--- config.mk ---
export PLATFORM = sky130hd
export DESIGN_NAME = wbwa_cache
export DESIGN_NICKNAME = d
export VERILOG_FILES = /design/src/rtl/wbwa_cache_pkg.sv /design/src/rtl/wbwa_tag_store.sv /design/src/rtl/wbwa_data_store.sv /design/src/rtl/wbwa_ctrl.sv /design/src/rtl/wbwa_cache.sv
export SDC_FILE = /design/constraint.sdc
export NUM_CORES = 2
export LEC_CHECK = 0
export BUFFER_PORTS_ARGS = -buffer_cell sky130_fd_sc_hd__buf_4
export CAP_MARGIN = 25
export CELL_PAD_IN_SITES_DETAIL_PLACEMENT = 0
export CELL_PAD_IN_SITES_GLOBAL_PLACEMENT = 1
export CORE_ASPECT_RATIO = 1.5
export CORE_MARGIN = 1
export CORE_UTILIZATION = 45
export CTS_CLUSTER_DIAMETER = 40
export DETAILED_ROUTE_END_ITERATION = 10
export MAX_ROUTING_LAYER = met4
export PLACE_DENSITY = 0.78
export REMOVE_ABC_BUFFERS = 1
export SYNTH_ARGS = -nofsm -noshare
export SYNTH_HDL_FRONTEND = slang
export SYNTH_SLANG_ARGS = --single-unit
--- constraint.sdc ---
create_clock -name clk -period 11.4 [get_ports clk]
set_clock_uncertainty 0.05 [all_clocks]
set_input_delay 1.14 -clock clk [delete_from_list [all_inputs] [get_ports clk]]
set_output_delay 1.14 -clock clk [all_outputs]
set_load 0.05 [all_outputs]
--- src/rtl/wbwa_cache_pkg.sv ---
package wbwa_cache_pkg;

    typedef enum logic [1:0] {
        ST_IDLE   = 2'd0,
        ST_LOOKUP = 2'd1,
        ST_FLUSH  = 2'd2,
        ST_FILL   = 2'd3
    } ctl_state_e;

endpackage

--- src/rtl/wbwa_tag_store.sv ---
module wbwa_tag_store #(
    parameter int NUM_LINES = 16,
    parameter int IDX_W     = 4,
    parameter int TAG_W     = 8
) (
    input  logic             clk,
    input  logic             rst_n,
    input  logic [IDX_W-1:0] line_idx,
    output logic             rd_valid,
    output logic             rd_dirty,
    output logic [TAG_W-1:0] rd_tag,
    input  logic             wr_en,
    input  logic             wr_valid,
    input  logic             wr_dirty,
    input  logic [TAG_W-1:0] wr_tag
);

    typedef struct packed {
        logic             valid;
        logic             dirty;
        logic [TAG_W-1:0] tag;
    } meta_t;

    meta_t [NUM_LINES-1:0] meta_vec;

    for (genvar l = 0; l < NUM_LINES; l++) begin : g_line
        meta_t meta_d;
        meta_t meta_q;

        always_comb begin
            meta_d = meta_q;
            if (wr_en && (line_idx == IDX_W'(l))) begin
                meta_d.valid = wr_valid;
                meta_d.dirty = wr_dirty;
                meta_d.tag   = wr_tag;
            end
        end

        always_ff @(posedge clk) begin
            if (!rst_n) begin
                meta_q <= '0;
            end else begin
                meta_q <= meta_d;
            end
        end

        assign meta_vec[l] = meta_q;
    end

    assign rd_valid = meta_vec[line_idx].valid;
    assign rd_dirty = meta_vec[line_idx].dirty;
    assign rd_tag   = meta_vec[line_idx].tag;

endmodule

--- src/rtl/wbwa_data_store.sv ---
module wbwa_data_store #(
    parameter int NUM_LINES  = 16,
    parameter int LINE_WORDS = 4,
    parameter int DATA_W     = 32,
    parameter int IDX_W      = 4,
    parameter int OFF_W      = 2
) (
    input  logic                  clk,
    input  logic [IDX_W-1:0]      line_idx,
    input  logic [OFF_W-1:0]      rd_off,
    output logic [DATA_W-1:0]     rd_word,
    input  logic                  wr_en,
    input  logic [OFF_W-1:0]      wr_off,
    input  logic [DATA_W/8-1:0]   wr_be,
    input  logic [DATA_W-1:0]     wr_word
);

    localparam int LANES = DATA_W / 8;
    localparam int DEPTH = NUM_LINES * LINE_WORDS;
    localparam int SEL_W = IDX_W + OFF_W;

    logic [SEL_W-1:0] rd_sel;
    logic [SEL_W-1:0] wr_sel;

    assign rd_sel = {line_idx, rd_off};
    assign wr_sel = {line_idx, wr_off};

    for (genvar b = 0; b < LANES; b++) begin : g_lane
        logic [7:0] lane_q [DEPTH];

        always_ff @(posedge clk) begin
            if (wr_en && wr_be[b]) begin
                lane_q[wr_sel] <= wr_word[8*b +: 8];
            end
        end

        assign rd_word[8*b +: 8] = lane_q[rd_sel];
    end

endmodule

--- src/rtl/wbwa_ctrl.sv ---
module wbwa_ctrl
    import wbwa_cache_pkg::*;
#(
    parameter int ADDR_W     = 16,
    parameter int DATA_W     = 32,
    parameter int LINE_WORDS = 4,
    parameter int IDX_W      = 4,
    parameter int OFF_W      = 2,
    parameter int TAG_W      = 10
) (
    input  logic                clk,
    input  logic                rst_n,
    // upper request side
    input  logic                req_valid,
    output logic                req_ready,
    input  logic                req_we,
    input  logic [ADDR_W-1:0]   req_addr,
    input  logic [DATA_W-1:0]   req_wdata,
    input  logic [DATA_W/8-1:0] req_be,
    output logic                rsp_valid,
    output logic [DATA_W-1:0]   rsp_rdata,
    // memory side
    output logic                mem_valid,
    output logic                mem_we,
    output logic [ADDR_W-1:0]   mem_addr,
    output logic [DATA_W-1:0]   mem_wdata,
    input  logic                mem_ack,
    input  logic [DATA_W-1:0]   mem_rdata,
    // line index shared by both stores
    output logic [IDX_W-1:0]    line_idx,
    // tag store
    input  logic                tg_valid,
    input  logic                tg_dirty,
    input  logic [TAG_W-1:0]    tg_tag,
    output logic                tg_we,
    output logic                tg_wvalid,
    output logic                tg_wdirty,
    output logic [TAG_W-1:0]    tg_wtag,
    // data store
    output logic [OFF_W-1:0]    dt_roff,
    input  logic [DATA_W-1:0]   dt_rword,
    output logic                dt_we,
    output logic [OFF_W-1:0]    dt_woff,
    output logic [DATA_W/8-1:0] dt_wbe,
    output logic [DATA_W-1:0]   dt_wword
);

    localparam int BE_W = DATA_W / 8;
    localparam logic [OFF_W-1:0] LAST_BEAT = OFF_W'(LINE_WORDS - 1);

    typedef struct packed {
        ctl_state_e          st;
        logic [ADDR_W-1:0]   addr;
        logic                we;
        logic [DATA_W-1:0]   wdata;
        logic [BE_W-1:0]     be;
        logic [OFF_W-1:0]    beat;
        logic                rsp_v;
        logic [DATA_W-1:0]   rsp_d;
    } ctl_t;

    ctl_t s_d;
    ctl_t s_q;

    logic [TAG_W-1:0] cur_tag;
    logic [OFF_W-1:0] cur_off;
    logic             hit;

    assign line_idx = s_q.addr[OFF_W +: IDX_W];
    assign cur_tag  = s_q.addr[ADDR_W-1 -: TAG_W];
    assign cur_off  = s_q.addr[OFF_W-1:0];
    assign hit      = tg_valid && (tg_tag == cur_tag);

    always_comb begin
        s_d        = s_q;
        s_d.rsp_v  = 1'b0;

        req_ready  = 1'b0;
        mem_valid  = 1'b0;
        mem_we     = 1'b0;
        mem_addr   = '0;
        mem_wdata  = '0;
        tg_we      = 1'b0;
        tg_wvalid  = 1'b0;
        tg_wdirty  = 1'b0;
        tg_wtag    = cur_tag;
        dt_roff    = (s_q.st == ST_FLUSH) ? s_q.beat : cur_off;
        dt_we      = 1'b0;
        dt_woff    = cur_off;
        dt_wbe     = '0;
        dt_wword   = s_q.wdata;

        unique case (s_q.st)
            ST_IDLE: begin
                req_ready = 1'b1;
                if (req_valid) begin
                    s_d.addr  = req_addr;
                    s_d.we    = req_we;
                    s_d.wdata = req_wdata;
                    s_d.be    = req_be;
                    s_d.st    = ST_LOOKUP;
                end
            end

            ST_LOOKUP: begin
                if (hit) begin
                    s_d.rsp_v = 1'b1;
                    s_d.rsp_d = dt_rword;
                    if (s_q.we) begin
                        dt_we     = 1'b1;
                        dt_woff   = cur_off;
                        dt_wbe    = s_q.be;
                        dt_wword  = s_q.wdata;
                        tg_we     = 1'b1;
                        tg_wvalid = 1'b1;
                        tg_wdirty = 1'b1;
                        tg_wtag   = cur_tag;
                    end
                    s_d.st = ST_IDLE;
                end else begin
                    s_d.beat = '0;
                    s_d.st   = (tg_valid && tg_dirty) ? ST_FLUSH : ST_FILL;
                end
            end

            ST_FLUSH: begin
                mem_valid = 1'b1;
                mem_we    = 1'b1;
                mem_addr  = {tg_tag, line_idx, s_q.beat};
                mem_wdata = dt_rword;
                if (mem_ack) begin
                    s_d.beat = s_q.beat + 1'b1;
                    if (s_q.beat == LAST_BEAT) begin
                        s_d.beat = '0;
                        s_d.st   = ST_FILL;
                    end
                end
            end

            ST_FILL: begin
                mem_valid = 1'b1;
                mem_we    = 1'b0;
                mem_addr  = {cur_tag, line_idx, s_q.beat};
                if (mem_ack) begin
                    dt_we    = 1'b1;
                    dt_woff  = s_q.beat;
                    dt_wbe   = '1;
                    dt_wword = mem_rdata;
                    s_d.beat = s_q.beat + 1'b1;
                    if (s_q.beat == LAST_BEAT) begin
                        tg_we     = 1'b1;
                        tg_wvalid = 1'b1;
                        tg_wdirty = 1'b0;
                        tg_wtag   = cur_tag;
                        s_d.st    = ST_LOOKUP;
                    end
                end
            end

            default: s_d.st = ST_IDLE;
        endcase
    end

    always_ff @(posedge clk) begin
        if (!rst_n) begin
            s_q <= '0;
        end else begin
            s_q <= s_d;
        end
    end

    assign rsp_valid = s_q.rsp_v;
    assign rsp_rdata = s_q.rsp_d;

endmodule

--- src/rtl/wbwa_cache.sv ---
module wbwa_cache #(
    parameter int ADDR_W     = 16,
    parameter int DATA_W     = 32,
    parameter int LINE_WORDS = 4,
    parameter int NUM_LINES  = 16
) (
    input  logic                clk,
    input  logic                rst_n,
    input  logic                req_valid,
    output logic                req_ready,
    input  logic                req_we,
    input  logic [ADDR_W-1:0]   req_addr,
    input  logic [DATA_W-1:0]   req_wdata,
    input  logic [DATA_W/8-1:0] req_be,
    output logic                rsp_valid,
    output logic [DATA_W-1:0]   rsp_rdata,
    output logic                mem_valid,
    output logic                mem_we,
    output logic [ADDR_W-1:0]   mem_addr,
    output logic [DATA_W-1:0]   mem_wdata,
    input  logic                mem_ack,
    input  logic [DATA_W-1:0]   mem_rdata
);

    localparam int BE_W  = DATA_W / 8;
    localparam int OFF_W = $clog2(LINE_WORDS);
    localparam int IDX_W = $clog2(NUM_LINES);
    localparam int TAG_W = ADDR_W - OFF_W - IDX_W;

    logic [IDX_W-1:0]  line_idx;
    logic              tg_valid;
    logic              tg_dirty;
    logic [TAG_W-1:0]  tg_tag;
    logic              tg_we;
    logic              tg_wvalid;
    logic              tg_wdirty;
    logic [TAG_W-1:0]  tg_wtag;
    logic [OFF_W-1:0]  dt_roff;
    logic [DATA_W-1:0] dt_rword;
    logic              dt_we;
    logic [OFF_W-1:0]  dt_woff;
    logic [BE_W-1:0]   dt_wbe;
    logic [DATA_W-1:0] dt_wword;

    wbwa_ctrl #(
        .ADDR_W     (ADDR_W),
        .DATA_W     (DATA_W),
        .LINE_WORDS (LINE_WORDS),
        .IDX_W      (IDX_W),
        .OFF_W      (OFF_W),
        .TAG_W      (TAG_W)
    ) u_ctrl (
        .clk       (clk),
        .rst_n     (rst_n),
        .req_valid (req_valid),
        .req_ready (req_ready),
        .req_we    (req_we),
        .req_addr  (req_addr),
        .req_wdata (req_wdata),
        .req_be    (req_be),
        .rsp_valid (rsp_valid),
        .rsp_rdata (rsp_rdata),
        .mem_valid (mem_valid),
        .mem_we    (mem_we),
        .mem_addr  (mem_addr),
        .mem_wdata (mem_wdata),
        .mem_ack   (mem_ack),
        .mem_rdata (mem_rdata),
        .line_idx  (line_idx),
        .tg_valid  (tg_valid),
        .tg_dirty  (tg_dirty),
        .tg_tag    (tg_tag),
        .tg_we     (tg_we),
        .tg_wvalid (tg_wvalid),
        .tg_wdirty (tg_wdirty),
        .tg_wtag   (tg_wtag),
        .dt_roff   (dt_roff),
        .dt_rword  (dt_rword),
        .dt_we     (dt_we),
        .dt_woff   (dt_woff),
        .dt_wbe    (dt_wbe),
        .dt_wword  (dt_wword)
    );

    wbwa_tag_store #(
        .NUM_LINES (NUM_LINES),
        .IDX_W     (IDX_W),
        .TAG_W     (TAG_W)
    ) u_tags (
        .clk      (clk),
        .rst_n    (rst_n),
        .line_idx (line_idx),
        .rd_valid (tg_valid),
        .rd_dirty (tg_dirty),
        .rd_tag   (tg_tag),
        .wr_en    (tg_we),
        .wr_valid (tg_wvalid),
        .wr_dirty (tg_wdirty),
        .wr_tag   (tg_wtag)
    );

    wbwa_data_store #(
        .NUM_LINES  (NUM_LINES),
        .LINE_WORDS (LINE_WORDS),
        .DATA_W     (DATA_W),
        .IDX_W      (IDX_W),
        .OFF_W      (OFF_W)
    ) u_data (
        .clk      (clk),
        .line_idx (line_idx),
        .rd_off   (dt_roff),
        .rd_word  (dt_rword),
        .wr_en    (dt_we),
        .wr_off   (dt_woff),
        .wr_be    (dt_wbe),
        .wr_word  (dt_wword)
    );

endmodule

-- Yosys cells after proc, flatten, opt, wreduce, memory -nomap -nowiden
Memories as Yosys holds them, arrays and structs flattened.
Index checks and enable logic that the tools add are counted.
- bits in registers: 282
- RAM bits: 2048
- output and inout bits: 84
- word-level logic and storage cells: 165
- memories kept: 4
- add/subtract/negate cells: 1
- order comparisons: 1
- equality and inequality tests: 26
- muxes and demuxes: 46
- reductions and logical operators: 31
- memories (memory ; depth ; bits a word ; rd ports ; clocked after Yosys merged registers in ; wr ports ; RTL line ; source):
    u_data.g_lane[0].lane_q ; 64 ; 8 ; 1 ; 0 ; 1 ; wbwa_data_store.sv:29 ; logic [7:0] lane_q [DEPTH];
    u_data.g_lane[1].lane_q ; 64 ; 8 ; 1 ; 0 ; 1 ; wbwa_data_store.sv:29 ;
    u_data.g_lane[2].lane_q ; 64 ; 8 ; 1 ; 0 ; 1 ; wbwa_data_store.sv:29 ;
    u_data.g_lane[3].lane_q ; 64 ; 8 ; 1 ; 0 ; 1 ; wbwa_data_store.sv:29 ;
- operator list (kind ; number):
    $mux W32 ; 3
    $mux W55 ; 1
    $bmux W12 S4 ; 1
    $mux W33 ; 1
    $eq A4 B4 Y1 const B ; 8
    $pmux W16 S2 ; 1
    $mux W2 ; 12
    $logic_and A1 B1 Y1 ; 22
    $mux W1 ; 18
    $eq A4 B3 Y1 const B ; 4
    $mux W12 ; 1
    $mux W4 ; 3
    $eq A10 B10 Y1 ; 1
    $ne A2 B2 Y1 const B ; 5
    $eq A4 B2 Y1 const B ; 2
    $pmux W2 S4 ; 1
    $pmux W4 S2 ; 1
    $eq A2 B2 Y1 const B ; 3
    $pmux W2 S3 ; 1
    $reduce_and A2 Y1 ; 3
    $lt A4 B5 Y1 const B ; 1
    $reduce_and A5 Y1 ; 1
    $eq A4 B1 Y1 const B ; 1
    $logic_not A4 Y1 ; 1
    other kinds (8) ; 9

-- Depth between registers and ports, before layout
- depth after elaboration: 9
- mapped depth: 15

-- Modules after synthesis
From an unflattened synthesis, not the netlist that was laid out.
- cells, all modules: 5243
- area, all modules: 93233.2 sq um
- by module, submodules not included (module ; times used ; cells an instance ; area each (sq um) ; sequential area each (sq um)):
    wbwa_data_store ; 1 ; 3574 ; 79008.3 ; 61499.0
    wbwa_tag_store ; 1 ; 1015 ; 9312.7 ; 3843.7
    wbwa_ctrl ; 1 ; 654 ; 4912.2 ; 1801.7

-- Worst setup path before layout
Ideal clock, no wire load.
- kind: reg-to-output
- from: reg with a tool-made name
- to: out mem_wdata[5]
- arrival: 3236 ps
- data required time: 10210 ps
- slack: 6974 ps
- stages on the path, launching flop included: 15
- cell sequence: dfxtp_1 buf_2 nand2b_1 buf_2 mux2i_1 buf_2 buf_2 buf_2 buf_2 nand2_1 o22ai_1 o21ai_0 o211ai_1 a211oi_1 nor2_1
- RTL lines (item ; RTL line ; source):
    to (decl) ; wbwa_cache.sv:20 ; output logic [DATA_W-1:0] mem_wdata,

-- Worst setup path after layout
- from: reg u_ctrl.s_q[88] (netlist name)
- to: out mem_wdata[30]
- cells in the longest elaborated chain, start to end: 4
- ends and longest elaborated chain (item ; RTL line ; source):
    from (decl) ; wbwa_ctrl.sv:63 ; ctl_t s_q;
    from (signal assigned) ; wbwa_ctrl.sv:166 ; s_q <= '0;
    from (signal assigned) ; wbwa_ctrl.sv:168 ; s_q <= s_d;
    $eq A2 B2 Y1 (*) ; wbwa_ctrl.sv:87, wbwa_ctrl.sv:93 ;
    $mux W2 ; wbwa_ctrl.sv:87 ; dt_roff = (s_q.st == ST_FLUSH) ? s_q.beat : cur_off;
    $mem_v2 Z64 W8 ; n/a ;
    $mux W32 (*) ; wbwa_ctrl.sv:93 ; unique case (s_q.st)
Every way passes the cells marked *; elsewhere a longest branch is shown, timed or not.

==> impl_metrics.env <==
export IMPL_first_pass_iters=6
export IMPL_nFillCells=16280
export IMPL_syn2layout_area_growth_pct=13.97
export IMPL_max_freq_mhz=127.7
export IMPL_synth_mux_area_share_pct=15.76
export IMPL_vias=53620
export IMPL_cts_max_level=4
export IMPL_ys_seq_elements=2330
export IMPL_antenna_left=0
export IMPL_path_clk_slew_ps=60
export IMPL_routedWlPerCell_um=34.29
export IMPL_setup_viol=0
export IMPL_syn_area_um2=93050
export IMPL_drt_iter0_drc=7739
export IMPL_synth_distinct_cells=73
export IMPL_drv_slew=0
export IMPL_antenna_found_initial=13
export IMPL_cts_resized=0
export IMPL_post_cts_setup_buffers=0
export IMPL_fin_crit_ps=7831
export IMPL_grt_pass1_vias=52000
export IMPL_fin_crit_sh_pct=68.69
export IMPL_dp_hpwl_um=181800
export IMPL_numPortBuffers=172
export IMPL_crit_arrival_ps=6640
export IMPL_cts_tree="built"
export IMPL_clkLatencyLatePin_ps=940
export IMPL_synth_adder_area_share_pct=0.01345
export IMPL_numCtsBuffers=239
export IMPL_hp_class="flop to flop"
export IMPL_grtUsageTotal_pct=27.95
export IMPL_synth_cells=5251
export IMPL_finalSetupTns_ps=0
export IMPL_min_to="u_tags.g_line[8].meta_q[11]$_SDFFE_PN0P_"
export IMPL_reg2regPathDepth=10
export IMPL_status="completed"
export IMPL_synth_xor_area_share_pct=0.08471
export IMPL_hold_start="u_tags.g_line[8].meta_q[11]$_SDFFE_PN0P_"
export IMPL_ir_drop_v=0.0001333
export IMPL_ys_async_sr_fraction_pct=0
export IMPL_synth_edff_count=2048
export IMPL_start_util_pct=45.23
export IMPL_ff2ff_setup_slack_ps=4900
export IMPL_gp_congestion=0.9204
export IMPL_setup_ws_ps=3569
export IMPL_dp_slack_ps=4604
export IMPL_grt_overflow=0
export IMPL_core_rowCount=204
export IMPL_chipHeight_um=558.9
export IMPL_synth_top_family_by_area="multiplexers"
export IMPL_seq_area_frac_synth_pct=72.16
export IMPL_die_area_um2=208600
export IMPL_die_w_um=373.3
export IMPL_grt_pass1_wl_um=399200
export IMPL_grt_setup_unrepaired="false"
export IMPL_hold_viol=0
export IMPL_cp_start_kind="flop"
export IMPL_grt_max_degree=118
export IMPL_drive_gt1_share_pct=25.36
export IMPL_max_cap_violations=0
export IMPL_p_per_area_nw_per_um2=178.7
export IMPL_holdBufCountCts=0
export IMPL_cp_max_fo=91
export IMPL_cts_buffer_depth=4
export IMPL_syn_area_per_cell_um2=17.72
export IMPL_io_pins=173
export IMPL_p_total_mw=18.95
export IMPL_endpoint_kind="primary output"
export IMPL_clock_sinks=2330
export IMPL_via_per_inst=6.391
export IMPL_synth_compound_area_share_pct=6.232
export IMPL_hold_depth=2
export IMPL_routed_wl_um=287700
export IMPL_synthSimpleGateAreaFrac_pct=3.532
export IMPL_worstSetupPathType="flop to primary output"
export IMPL_synthFlopType="edfxtp_1"
export IMPL_slew_headroom_pct=12.33
export IMPL_core_um2=205700
export IMPL_worstPathRequired_ps=10210
export IMPL_yosysWarnings=0
export IMPL_leakage_nw=35.01
export IMPL_timing_rr_start="u_ctrl.line_idx[1]$_SDFFE_PN0P_"
export IMPL_clockRootBuffer="clkbuf_16"
export IMPL_fin_util_pct=51.55
export IMPL_tightest_slew_ps=1310
export IMPL_drc=0
export IMPL_rr_endpoint="u_data.g_lane[2].lane_q[46][0]$_DFFE_PP_"
export IMPL_nets=5585
==> cell usage in the layout, fill, tap and decap left out, types with 54 or more instances in the layout <==
| cell type | count |
|---|---|
| buf_4 | 389 |
| edfxtp_1 | 2048 |
| dfxtp_1 | 278 |
| mux2i_1 | 281 |
| a22oi_1 | 135 |
| mux4_2 | 503 |
| a21oi_1 | 313 |
| clkbuf_16 | 240 |
| nand2_1 | 514 |
| a21boi_0 | 54 |
| nor2_1 | 74 |
==> state kept, by name (all words and copies together), names as in the netlist, named ones only <==
register and cells:
u_ctrl.line_idx 4, u_tags.g_line.meta_q 192, u_ctrl.cur_off 2, u_data.g_lane.lane_q 2048, u_ctrl.cur_tag 10, u_ctrl.rsp_rdata 32
u_ctrl.s_q 40, u_ctrl.rsp_valid 1
==> how the worst max path moves through the flow <==
stage                                            from             to  slack (ps)  cells past startpoint
after global placement    u_ctrl.s_q[88]$_SDFFE_PN0P_   mem_wdata[8]        4620                     11
after detailed placement  u_ctrl.s_q[88]$_SDFFE_PN0P_   mem_wdata[8]        4600                     11
after floorplan                                  flop  mem_wdata[31]      -41010                      8
final                     u_ctrl.s_q[88]$_SDFFE_PN0P_  mem_wdata[30]        3570                     12
after CTS                 u_ctrl.s_q[88]$_SDFFE_PN0P_   mem_wdata[8]        3590                     11
after global routing      u_ctrl.s_q[88]$_SDFFE_PN0P_  mem_wdata[30]        3410                     12
==> layer usage <==
layer	vias to the layer above	wire length [um]	global-route usage, %	part of all wire (%)
li1	21570	-	-	-
met5	-	0	-	0
met2	3530	135400	42.91	47
met1	27720	100800	33.54	35
met4	0	22160	17.77	7.7
met3	807	29300	6.212	10
==> cell usage after synthesis (all sizes together), types with 26 or more instances <==
master  number  share of area, %
nor2        89              0.36
a22oi      135               1.1
a31oi       30              0.20
o21ai       42              0.23
dfxtp      282               6.1
buf        223               1.4
a21boi      71              0.59
nand3       38              0.20
mux4       503                12
nand2      515               2.1
mux2i      283               3.0
a211oi      46              0.37
clkbuf     185              0.75
and2        26              0.17
edfxtp    2048                66
nor3        27              0.15
a21oi      360               2.1
mux2        45              0.54
o22ai       37              0.25
==> critical path, cell delays in order, from the launching register on <==
cell	delay [ps]
dfxtp_1	620
nand2b_2	210
buf_4	570
mux2i_4	440
buf_12	580
buf_4	670
mux4_2	580
mux2_2	270
o221ai_1	250
nand4_1	140
a211oi_1	720
nor2_1	140
buf_4	240
==> stage by stage <==
stage	instance area (um^2)	cells	hold WS, ps
4_1_cts	105700	8339	352.7
3_5_place_dp	97860	7906	385.5
2_1_floorplan	91090	4843	372.3
3_3_place_gp	97550	7878	379.4
5_1_grt	106000	8375	393.0
6_report	106000	8390	394.6
==> cell type report <==
type | instances | area, um^2 | area share (%)
sequential | 2330 | 67160 | 63.33
inverter | 27 | 103.9 | 0.09793
clock buffer | 277 | 6145 | 5.794
timing repair buffer | 411 | 3312 | 3.123
clock inverter | 156 | 1730 | 1.632
multi-input combinational | 2486 | 24180 | 22.81
antenna | 25 | 62.56 | 0.05899
tap | 2678 | 3351 | 3.160
==> cells by family after synthesis <==
kind of cell             after synthesis
flip-flops                          2330
AO/OA/AOI/OAI                        873
multiplexers                         831
AND/OR/NAND/NOR                      772
buffers and inverters                435
XOR/XNOR                               9
adder cells (fa/ha/maj)                1
==> where the power goes <==
group          switching, mW  total (mW)  internal [mW]
logic                   1.14        1.63          0.496
registers             0.0283        9.42           9.39
clock network           3.44        7.90           4.46
(Power assumes the default switching activity.)
